File: config.mk
export PLATFORM = sky130hd
export DESIGN_NAME = pst_trace_encoder
export DESIGN_NICKNAME = d
export VERILOG_FILES = /design/src/rtl/pst_trace_pkg.sv /design/src/rtl/pst_emu_hold.sv /design/src/rtl/pst_cap_fifo.sv /design/src/rtl/pst_serializer.sv /design/src/rtl/pst_prio.sv /design/src/rtl/pst_trace_encoder.sv
export SDC_FILE = /design/constraint.sdc
export NUM_CORES = 1
export LEC_CHECK = 0
export CAP_MARGIN = 20
export CORE_ASPECT_RATIO = 1.25
export CORE_MARGIN = 5
export CORE_UTILIZATION = 40
export CTS_CLUSTER_DIAMETER = 100
export DETAILED_ROUTE_END_ITERATION = 12
export HOLD_SLACK_MARGIN = 0.12
export PLACE_DENSITY = 0.66
export SLEW_MARGIN = 25
export SYNTH_ARGS = -nofsm -noshare
export SYNTH_HDL_FRONTEND = slang
export SYNTH_SLANG_ARGS = --single-unit
File: constraint.sdc
create_clock -name clk -period 2 [get_ports clk]
set_input_delay 0.5 -clock clk [delete_from_list [all_inputs] [get_ports clk]]
set_output_delay 0.5 -clock clk [all_outputs]
set_load 0.03 [all_outputs]
File: src/rtl/pst_trace_pkg.sv
package pst_trace_pkg;

   typedef enum logic [3:0] {
      ST_CONTINUE = 4'h0,
      ST_INSN     = 4'h1,
      ST_USER     = 4'h3,
      ST_BRANCH   = 4'h5,
      ST_RTE      = 4'h7,
      ST_EXCEPT   = 4'hC,
      ST_EMU      = 4'hD,
      ST_STOP     = 4'hE,
      ST_HALT     = 4'hF
   } st_code_e;

   localparam logic [1:0] MARK_PREFIX = 2'b10;

   typedef struct packed {
      logic halted;
      logic stopped;
      logic branch;
      logic user_entry;
      logic exception;
      logic rte_start;
      logic insn_start;
   } core_ev_t;

endpackage

File: src/rtl/pst_emu_hold.sv
module pst_emu_hold #(
   parameter int HOLD_CYCLES = 3
) (
   input  logic clk,
   input  logic rst_n,
   input  logic trigger,
   output logic active
);
   localparam int CW = (HOLD_CYCLES > 1) ? $clog2(HOLD_CYCLES) : 1;

   logic [CW-1:0] remain;

   always_ff @(posedge clk) begin
      if (!rst_n) begin
         remain <= '0;
      end else if (trigger) begin
         remain <= CW'(HOLD_CYCLES - 1);
      end else if (remain != '0) begin
         remain <= remain - 1'b1;
      end
   end

   assign active = trigger | (remain != '0);

   // the hold continues past the trigger cycle
   a_r7_hold_continues: assert property (@(posedge clk) disable iff (!rst_n)
      trigger |=> active);

endmodule

File: src/rtl/pst_cap_fifo.sv
module pst_cap_fifo #(
   parameter int W     = 34,
   parameter int DEPTH = 2
) (
   input  logic         clk,
   input  logic         rst_n,
   input  logic         push,
   input  logic [W-1:0] din,
   input  logic         pop,
   output logic [W-1:0] dout,
   output logic         valid,
   output logic         full
);
   localparam int CW = $clog2(DEPTH + 1);

   logic [CW-1:0] count;

   always_ff @(posedge clk) begin
      if (!rst_n) begin
         count <= '0;
      end else begin
         count <= count + CW'(push) - CW'(pop);
      end
   end

   assign valid = (count != '0);
   assign full  = (count == CW'(DEPTH));

   generate
      if (DEPTH == 1) begin : g_single
         logic [W-1:0] slot;
         always_ff @(posedge clk) begin
            if (push) slot <= din;
         end
         assign dout = slot;
      end else begin : g_ring
         localparam int PW = $clog2(DEPTH);
         localparam logic [PW-1:0] LASTP = PW'(DEPTH - 1);
         logic [W-1:0]  mem [DEPTH];
         logic [PW-1:0] rd_ptr, wr_ptr;

         always_ff @(posedge clk) begin
            if (!rst_n) begin
               rd_ptr <= '0;
               wr_ptr <= '0;
            end else begin
               if (push) wr_ptr <= (wr_ptr == LASTP) ? '0 : wr_ptr + 1'b1;
               if (pop)  rd_ptr <= (rd_ptr == LASTP) ? '0 : rd_ptr + 1'b1;
            end
         end

         always_ff @(posedge clk) begin
            if (push) mem[wr_ptr] <= din;
         end

         assign dout = mem[rd_ptr];
      end
   endgenerate

   // nothing is written into a full FIFO
   a_r10_no_overflow: assert property (@(posedge clk) disable iff (!rst_n)
      full |-> !push);
   // only a held entry is taken out
   a_r9_pop_has_data: assert property (@(posedge clk) disable iff (!rst_n)
      pop |-> valid);

endmodule

File: src/rtl/pst_serializer.sv
module pst_serializer #(
   parameter int DATA_W = 32,
   parameter int NIB_W  = 4
) (
   input  logic              clk,
   input  logic              rst_n,
   input  logic              src_valid,
   input  logic [DATA_W-1:0] src_data,
   input  logic [1:0]        src_mk,
   output logic              pop,
   output logic [NIB_W-1:0]  nib,
   output logic              first,
   output logic [1:0]        mk
);
   localparam int NIBS = DATA_W / NIB_W;
   localparam int CW   = (NIBS > 1) ? $clog2(NIBS) : 1;
   localparam logic [CW-1:0] LAST = CW'(NIBS - 1);

   logic              busy;
   logic [CW-1:0]     cnt;
   logic [DATA_W-1:0] shreg;
   logic [1:0]        mk_q;

   assign pop = src_valid && (!busy || cnt == LAST);

   always_ff @(posedge clk) begin
      if (!rst_n) begin
         busy  <= 1'b0;
         cnt   <= '0;
         shreg <= '0;
         mk_q  <= '0;
      end else if (pop) begin
         busy  <= 1'b1;
         cnt   <= '0;
         shreg <= src_data;
         mk_q  <= src_mk;
      end else if (busy) begin
         if (cnt == LAST) begin
            busy <= 1'b0;
         end else begin
            cnt   <= cnt + 1'b1;
            shreg <= shreg >> NIB_W;
         end
      end
   end

   assign nib   = busy ? shreg[NIB_W-1:0] : '0;
   assign first = busy && (cnt == '0);
   assign mk    = mk_q;

   // a frame runs through all its nibbles without a break
   a_r9_frame_contiguous: assert property (@(posedge clk) disable iff (!rst_n)
      (busy && cnt != LAST) |=> (busy && cnt == CW'($past(cnt) + 1'b1)));
   // a load always opens a new frame in the next cycle
   a_r8_load_opens_frame: assert property (@(posedge clk) disable iff (!rst_n)
      pop |=> first);

endmodule

File: src/rtl/pst_prio.sv
module pst_prio
   import pst_trace_pkg::*;
(
   input  core_ev_t   ev,
   input  logic       emu_active,
   input  logic       cap_first,
   input  logic [1:0] cap_mk,
   output logic [3:0] code
);
   always_comb begin
      if (ev.halted)           code = ST_HALT;
      else if (ev.stopped)     code = ST_STOP;
      else if (cap_first)      code = {MARK_PREFIX, cap_mk};
      else if (ev.branch)      code = ST_BRANCH;
      else if (ev.user_entry)  code = ST_USER;
      else if (emu_active)     code = ST_EMU;
      else if (ev.exception)   code = ST_EXCEPT;
      else if (ev.rte_start)   code = ST_RTE;
      else if (ev.insn_start)  code = ST_INSN;
      else                     code = ST_CONTINUE;
   end
endmodule

File: src/rtl/pst_trace_encoder.sv
module pst_trace_encoder
   import pst_trace_pkg::*;
#(
   parameter int DATA_W     = 32,
   parameter int NIB_W      = 4,
   parameter int FIFO_DEPTH = 2,
   parameter int EMU_CYCLES = 3
) (
   input  logic              clk,
   input  logic              rst_n,
   input  logic              ev_insn_start,
   input  logic              ev_rte_start,
   input  logic              ev_branch_taken,
   input  logic              ev_exception,
   input  logic              ev_stopped,
   input  logic              ev_halted,
   input  logic              ev_user_entry,
   input  logic              ev_emu_return,
   input  logic              cap_req,
   input  logic              cap_reset_ref,
   input  logic [1:0]        cap_mk,
   input  logic [DATA_W-1:0] cap_value,
   output logic [3:0]        pst,
   output logic [NIB_W-1:0]  ddata,
   output logic              stall
);
   localparam int ENTRY_W = DATA_W + 2;

   initial begin
      if (NIB_W < 1 || DATA_W % NIB_W != 0)
         $fatal(1, "DATA_W must be a whole number of nibbles");
      if (FIFO_DEPTH < 1)
         $fatal(1, "FIFO_DEPTH must be at least 1");
      if (EMU_CYCLES < 2)
         $fatal(1, "EMU_CYCLES must be at least 2");
   end

   core_ev_t            ev;
   logic                accept;
   logic                fifo_full, fifo_valid, fifo_pop;
   logic [ENTRY_W-1:0]  fifo_dout;
   logic                emu_active;
   logic                ser_first;
   logic [1:0]          ser_mk;

   assign ev.halted     = ev_halted;
   assign ev.stopped    = ev_stopped;
   assign ev.branch     = ev_branch_taken;
   assign ev.user_entry = ev_user_entry;
   assign ev.exception  = ev_exception;
   assign ev.rte_start  = ev_rte_start;
   assign ev.insn_start = ev_insn_start;

   assign accept = cap_req && !cap_reset_ref && !fifo_full;
   assign stall  = fifo_full;

   pst_cap_fifo #(.W(ENTRY_W), .DEPTH(FIFO_DEPTH)) u_fifo (
      .clk   (clk),
      .rst_n (rst_n),
      .push  (accept),
      .din   ({cap_mk, cap_value}),
      .pop   (fifo_pop),
      .dout  (fifo_dout),
      .valid (fifo_valid),
      .full  (fifo_full)
   );

   pst_serializer #(.DATA_W(DATA_W), .NIB_W(NIB_W)) u_ser (
      .clk       (clk),
      .rst_n     (rst_n),
      .src_valid (fifo_valid),
      .src_data  (fifo_dout[DATA_W-1:0]),
      .src_mk    (fifo_dout[ENTRY_W-1:DATA_W]),
      .pop       (fifo_pop),
      .nib       (ddata),
      .first     (ser_first),
      .mk        (ser_mk)
   );

   pst_emu_hold #(.HOLD_CYCLES(EMU_CYCLES)) u_emu (
      .clk     (clk),
      .rst_n   (rst_n),
      .trigger (ev_emu_return),
      .active  (emu_active)
   );

   pst_prio u_prio (
      .ev         (ev),
      .emu_active (emu_active),
      .cap_first  (ser_first),
      .cap_mk     (ser_mk),
      .code       (pst)
   );

   // halted dominates every other source
   a_r5_halt_wins: assert property (@(posedge clk) disable iff (!rst_n)
      ev_halted |-> pst == 4'hF);
   // stopped dominates all but halted
   a_r5_stop_held: assert property (@(posedge clk) disable iff (!rst_n)
      (ev_stopped && !ev_halted) |-> pst == 4'hE);
   // exception code held when nothing ranks above it
   a_r3_exception_held: assert property (@(posedge clk) disable iff (!rst_n)
      (ev_exception && !ev_halted && !ev_stopped && !ser_first && !ev_branch_taken
       && !ev_user_entry && !emu_active) |-> pst == 4'hC);
   // reset vector references never enter the queue
   a_r11_reset_ref_dropped: assert property (@(posedge clk) disable iff (!rst_n)
      (cap_req && cap_reset_ref) |-> !accept);
   // a stalled request is refused
   a_r10_stall_refuses: assert property (@(posedge clk) disable iff (!rst_n)
      stall |-> !accept);

endmodule

==> impl_results.md, run 1 <==
* Diode count at 0
* Part of the power in registers at 44.7%
* Post-CTS Setup Repair Bufs at 0
* Area leader, netlist: edfxtp_1
* Synth cell types at 41
* Worst setup margin at -0.266 ns
* Post-synth top area share at 46.2%
* Final hold viol count at 0
* Post-synthesis cell area at 4420 um2
* Register bit total from synthesis at 113
* CTS tree: built
* Top FF cell, synth: edfxtp_1
* RD Place Congestion at 0.762
* Clock sinks at 113
* CP startpoint kind: input pin
* Worst min-delay path endpoint: u_emu.remain[0]
* Yosys warns at 0
* Mapped Nets at 403
* Post-Syn Area per Cell at 12.5 um2
* Rel. slew slack at 77.9%
* Max cap viols at 0
* Gate power share at 7.5%
* P_sw at 1.18 mW
* Final Util at 53.1%
* Starting DRT DRC Count at 137
* Setup violators final at 3
* Antenna violations before repair at 0
* Tightest Pin Transition at 0.332 ns
* Cells after Synth at 353
* Worst skew pair latency at 0.40 ns
* Leakage power at 2.08 nW
* R2r endpoint: u_fifo.count[1]
* Period minus WS final at 2.27 ns
* Max Root-Sink Buffers at 2
* DRC viols at 0
* Seq/Total Area, Yosys at 66.6%
* Final Skew at 0.00650 ns
* Starting Density at 40.3%
* Die Area at 13300 um2
* Core area at 11000 um2
* Worst setup EP type: output pin
* Final Cell Area at 5830 um2
* Storage cell area at 2950 um2
* Layout cells sized above 1 at 17.9%
* FP Rows at 43
* Number of port buffers at 54
* Tot GR Track Use at 12.9%
* Clock power share at 47.9%
* Reg clk slew, reported paths at 0.05 ns
* Multi-input combinational cell area at 1390 um2
* Fmax at 441 MHz
* Post-synth ARST share at 0%
* Slew Limit Fails at 0
* Failing checks: setup timing
* Status: finished, violations left
* Layout Area Growth over Synthesis at 32.0%
* Vias in the first global route at 2889
* Post-Route WL at 8020 um
* DR vias at 2825
* Hold Path Cell Cnt at 3
* Final nets at 479
* PD cells at 1000 nW/um2
* Io pins at 55
* Hold Path Origin: ev_emu_return
* FF-to-FF path depth at 8
* Critical Path AT at 1.77 ns
* Sw Ratio at 20.2%
* Placed cell area at 5230 um2
* Crit path kind: input pin to output pin
* Post-synth EDFFs at 68
* Post-route ant nets at 0
* Filler cells at 953
* Critical Path RT at 1.50 ns
* Die H at 128 um
* Area contributors post-synth: edfxtp_1 46%, dfxtp_1 20%, mux2i_1 7.7%
* Clock root cell: clkbuf_16
* Largest net degree at the start of global routing at 37
* Crit-path max FO at 2
* Vias/cell at 4.90
* Inserted Clock Buffers at 17
* Min-delay worst type: input pin to flop
* Flop2flop setup slack at 0.07 ns
* Htree depth at 4
* Die width at 104 um
* Global route overflow at 0
* R2R Path Start: u_ser.cnt[0]
* RSZ-0062 raised after global routing: yes
* Setup WS pre-CTS at -0.693 ns
* Global-route wire length before repair at 13600 um
* VDD IR max at 0.666 mV
* Detailed Place HPWL at 5390 um
* Internal power at 4.65 mW
* Final Cycle Share at 113%
* TritonRoute pass-1 iters at 4
* Routed len/inst at 13.9 um
sequential cells by signal, indices dropped and copies added (netlist names), named ones only:
name	cells
u_fifo.g_ring.mem	68
u_ser.shreg	32
u_ser.cnt	3
u_emu.remain	2
u_fifo.count	2
u_ser.mk	2
u_fifo.g_ring.rd_ptr	1
u_fifo.g_ring.wr_ptr	1
u_ser.busy	1
layout by cell type, fill, tap and decap left out, types with 17 or more instances in the layout:
master	netlist	final
nor2_1	37	35
o21ai_0	20	18
buf_4	7	19
clkbuf_16	0	17
edfxtp_1	68	68
dfxtp_1	45	40
clkdlybuf4s50_1	0	42
mux2i_1	34	34
a21oi_1	31	30
nand2_1	34	33
worst max-delay path: stages:
cell and delay, ns:
dlygate4sd2_1 0.28, nor4_4 0.25, buf_4 0.17, a21oi_2 0.04, or3_1 0.32, nand3_2 0.09, buf_6 0.13
final cells by class:
type	count	share of cell area [%]
Inverter	4	0.257
Clock buffer	22	7.96
Multi-Input combinational cell	217	23.8
Timing Repair Buffer	76	12.9
Clock inverter	10	1.61
Tap cell	135	2.90
Sequential cell	113	50.6
power by group through the flow:
stage          Sequential (mW)  Clock, mW  Combinational (mW)
6_report                  2.61       2.79               0.435
3_5_place_dp              2.65          0               0.432
5_1_grt                   2.61       2.98               0.478
2_1_floorplan             2.64          0               0.241
3_3_place_gp              2.65          0               0.422
4_1_cts                   2.61       2.85               0.441
layer usage:
metal	wire (um)	vias to the layer above	global-route usage, %	part of all wire [%]
met2	4040	57	21.4	50
met5	0	-	0	0
met1	3490	1335	14.7	43
met4	136	0	6.02	1.7
li1	-	1420	-	-
met3	358	13	5.15	4.5
per-stage QoR:
stage	TNS [ns]	power, mW	cells	hold slack [ns]
finish	-0.545	5.83	577	0.435
global route	-0.871	6.07	577	0.414
CTS	-0.837	5.90	577	0.453
detailed placement	-2.90	3.08	545	0.444
global placement	-2.83	3.07	545	0.437
floorplan	0	2.88	353	0.424
cells by family (layout without fill, tap and decap cells):
| logic type | after synthesis | in the layout | share of synthesized area, % |
|---|---|---|---|
| muxes | 35 | 35 | 7.96 |
| and+or+nand+nor | 102 | 102 | 11.3 |
| adders and majority gates | 4 | 4 | 1.13 |
| DFF | 113 | 113 | 66.6 |
| xor gates and xnor gates | 3 | 3 | 0.595 |
| buffers and inverters | 23 | 112 | 3.37 |
| AOI/OAI and AO/OA | 73 | 73 | 9.03 |
synth_stat cells, types with 2 or more instances:
| cell type | count |
|---|---|
| a211oi_1 | 4 |
| a21oi_1 | 31 |
| a22oi_1 | 2 |
| and2_1 | 9 |
| and2b_1 | 2 |
| buf_2 | 4 |
| buf_4 | 7 |
| buf_6 | 4 |
| clkbuf_1 | 3 |
| dfxtp_1 | 45 |
| edfxtp_1 | 68 |
| ha_1 | 4 |
| inv_1 | 4 |
| mux2i_1 | 34 |
| nand2_1 | 34 |
| nor2_1 | 37 |
| nor2b_1 | 5 |
| nor3_1 | 2 |
| o211a_1 | 2 |
| o21ai_0 | 20 |
| o21ai_1 | 11 |
| xnor2_1 | 2 |
worst max-delay path by stage:
| stage | from | end | slack [ns] | cells past startpoint |
|---|---|---|---|---|
| floorplan | ev_emu_return | pst[1] | 0.13 | 4 |
| global placement | ev_emu_return | pst[2] | -0.59 | 6 |
| detailed placement | ev_emu_return | pst[2] | -0.69 | 6 |
| CTS | u_emu.remain[1] | pst[1] | -0.30 | 6 |
| global route | u_emu.remain[0] | pst[1] | -0.31 | 6 |
| finish | ev_exception | pst[1] | -0.27 | 7 |
repair_timing:
action	4_1_cts	5_1_grt
pin swaps	4	2
hold buffers	0	0
gates resized for setup	28	11
endpoints found under the setup margin	9	5
Note: power is estimated with default switching activity, not from simulation.
==> inputs of run 2 (changes only) <==
--- a/config.mk
+++ b/config.mk
@@ -5,14 +5,12 @@
 export SDC_FILE = /design/constraint.sdc
 export NUM_CORES = 1
 export LEC_CHECK = 0
-export CAP_MARGIN = 20
 export CORE_ASPECT_RATIO = 1.25
-export CORE_MARGIN = 5
 export CORE_UTILIZATION = 40
 export CTS_CLUSTER_DIAMETER = 100
 export DETAILED_ROUTE_END_ITERATION = 12
 export HOLD_SLACK_MARGIN = 0.12
-export PLACE_DENSITY = 0.66
+export PLACE_DENSITY = 0.64
 export SLEW_MARGIN = 25
 export SYNTH_ARGS = -nofsm -noshare
 export SYNTH_HDL_FRONTEND = slang
==> constraint.sdc (replaced) <==
create_clock -name clk -period 2.9 [get_ports clk]
set_input_delay 0.725 -clock clk [delete_from_list [all_inputs] [get_ports clk]]
set_output_delay 0.725 -clock clk [all_outputs]
set_load 0.03 [all_outputs]
==> impl_results.md, run 2 (synthesized netlist as in run 1, its figures left out) <==
* Status: completed
* Final Skew at 0.00702 ns
* Global route overflow at 0
* Core area at 10700 um2
* FF-to-FF path depth at 7
* Antenna violations before repair at 0
* Total Power at 4.29 mW
* Largest regs: u_fifo.g_ring.mem x68, u_ser.shreg x32, u_ser.cnt x3
* CTS tree: built
* RSZ-0062 raised after global routing: no
* Final Cycle Share at 93.7%
* Critical Path AT at 1.99 ns
* Htree depth at 4
* Largest net degree at the start of global routing at 57
* Commonest non-fill, non-tap cell in the layout: edfxtp_1
* Hold Path Cell Cnt at 2
* DRC viols at 0
* CP startpoint kind: input pin
* Top reg by flops: u_fifo.g_ring.mem
* Setup violators final at 0
* Starting Density at 41.4%
* Global-route wire length before repair at 12600 um
* Clock root cell: clkbuf_16
* Slew Limit Fails at 0
* Period minus WS final at 2.72 ns
* Die width at 96 um
* Critical Path RT at 2.17 ns
* Final hold viol count at 0
* Vias/cell at 4.91
* Layout Area Growth over Synthesis at 29.2%
* Rel. slew slack at 59.0%
* TritonRoute pass-1 iters at 4
* FP Rows at 42
* Setup_tns at 0 ns
* Layout cells sized above 1 at 11.9%
* Die H at 120 um
* Final nets at 467
* PD cells at 752 nW/um2
* Worst skew pair latency at 0.40 ns
* Crit-path max FO at 2
* Tightest Pin Transition at 0.615 ns
* Vias in the first global route at 2729
* Leakage power at 2.00 nW
* VDD IR max at 0.482 mV
* Io pins at 55
* Reg clk slew, reported paths at 0.05 ns
* Hold slack at 0.446 ns
* Crit path kind: input pin to output pin
* Min-delay worst type: flop to flop
* DR vias at 2757
* Post-route ant nets at 0
* Most frequent cells in the layout: 68 x edfxtp_1, 48 x clkdlybuf4s50_1, 44 x dfxtp_1
* Max cap viols at 0
* Tot GR Track Use at 15.0%
* Worst setup EP type: output pin
* Post-Route WL at 7860 um
* Starting DRT DRC Count at 179
* Number of port buffers at 54
* Max reg flops at 68
* Diode count at 0
* Max Root-Sink Buffers at 2
* Detailed Place HPWL at 5030 um
* Fmax at 368 MHz
* Post-CTS Setup Repair Bufs at 0
* Die Area at 11500 um2
* Inserted Clock Buffers at 17
* RD Place Congestion at 0.743
* Routed len/inst at 14.0 um
* Clock sinks at 113
-- run 2: cell types whose count changed in the layout (fill, tap and decap cells not counted), moves of 3 or more --
cell	previous run	this run
dfxtp_2	5	1
dfxtp_1	40	44
dlygate4sd2_1	7	2
buf_12	5	0
bufinv_16	2	5
buf_4	19	13
clkdlybuf4s50_1	42	48
-- run 2: layer usage --
| metal | vias up | global-route usage (%) | part of all wire [%] |
|---|---|---|---|
| met5 | - | 0 | 0 |
| met4 | 0 | 6.25 | 1.1 |
| met3 | 5 | 5.77 | 4.4 |
| met2 | 56 | 24.8 | 51 |
| met1 | 1302 | 17.0 | 43 |
| li1 | 1394 | - | - |
-- run 2: stage by stage --
stage	setup slack (ns)	std cells	area (um2)	util, %
finish	0.182	562	5710	53.5
global route	0.0636	562	5710	53.5
CTS	0.0590	562	5700	53.5
detailed placement	-0.224	530	5060	47.5
global placement	-0.145	530	5060	47.5
floorplan	0.249	353	4420	-
-- run 2: path summary, 6_finish.rpt --
path,slack (ns),startpoint,to
worst max-delay path,0.18,ev_rte_start,pst[0]
worst min-delay path,0.45,u_ser.shreg[12],u_ser.shreg[8]
worst max register to register,0.82,u_ser.cnt[0],u_fifo.count[1]
worst min register to register,0.45,u_ser.shreg[12],u_ser.shreg[8]
-- run 2: cell type report --
| class | count | area, um2 |
|---|---|---|
| Inverter | 4 | 15.0 |
| Timing Repair Buffer | 64 | 608 |
| Clock buffer | 20 | 457 |
| Fill cell | 921 | 4960 |
| Clock inverter | 12 | 186 |
| Tap cell | 132 | 165 |
| Multi-Input combinational cell | 217 | 1330 |
| Sequential cell | 113 | 2940 |
-- run 2: report_power, final --
group | internal, mW | switching [mW]
sequential | 1.77 | 0.0348
combinational | 0.130 | 0.130
clock | 1.55 | 0.671
-- run 2: repair_timing --
item | CTS | global route
hold endpoints to repair | 0 | 0
gates cloned | 0 | 0
endpoints found under the setup margin | 2 | 2
resized for setup | 2 | 2
hold buffers | 0 | 0
pin swaps | 1 | 1
-- run 2: critical path: stages --
cell and delay [ns]:
clkdlybuf4s50_1 0.43, buf_4 0.15, nor2_1 0.08, o21ai_1 0.07, nor4_1 0.26, o31ai_1 0.10, buf_4 0.17
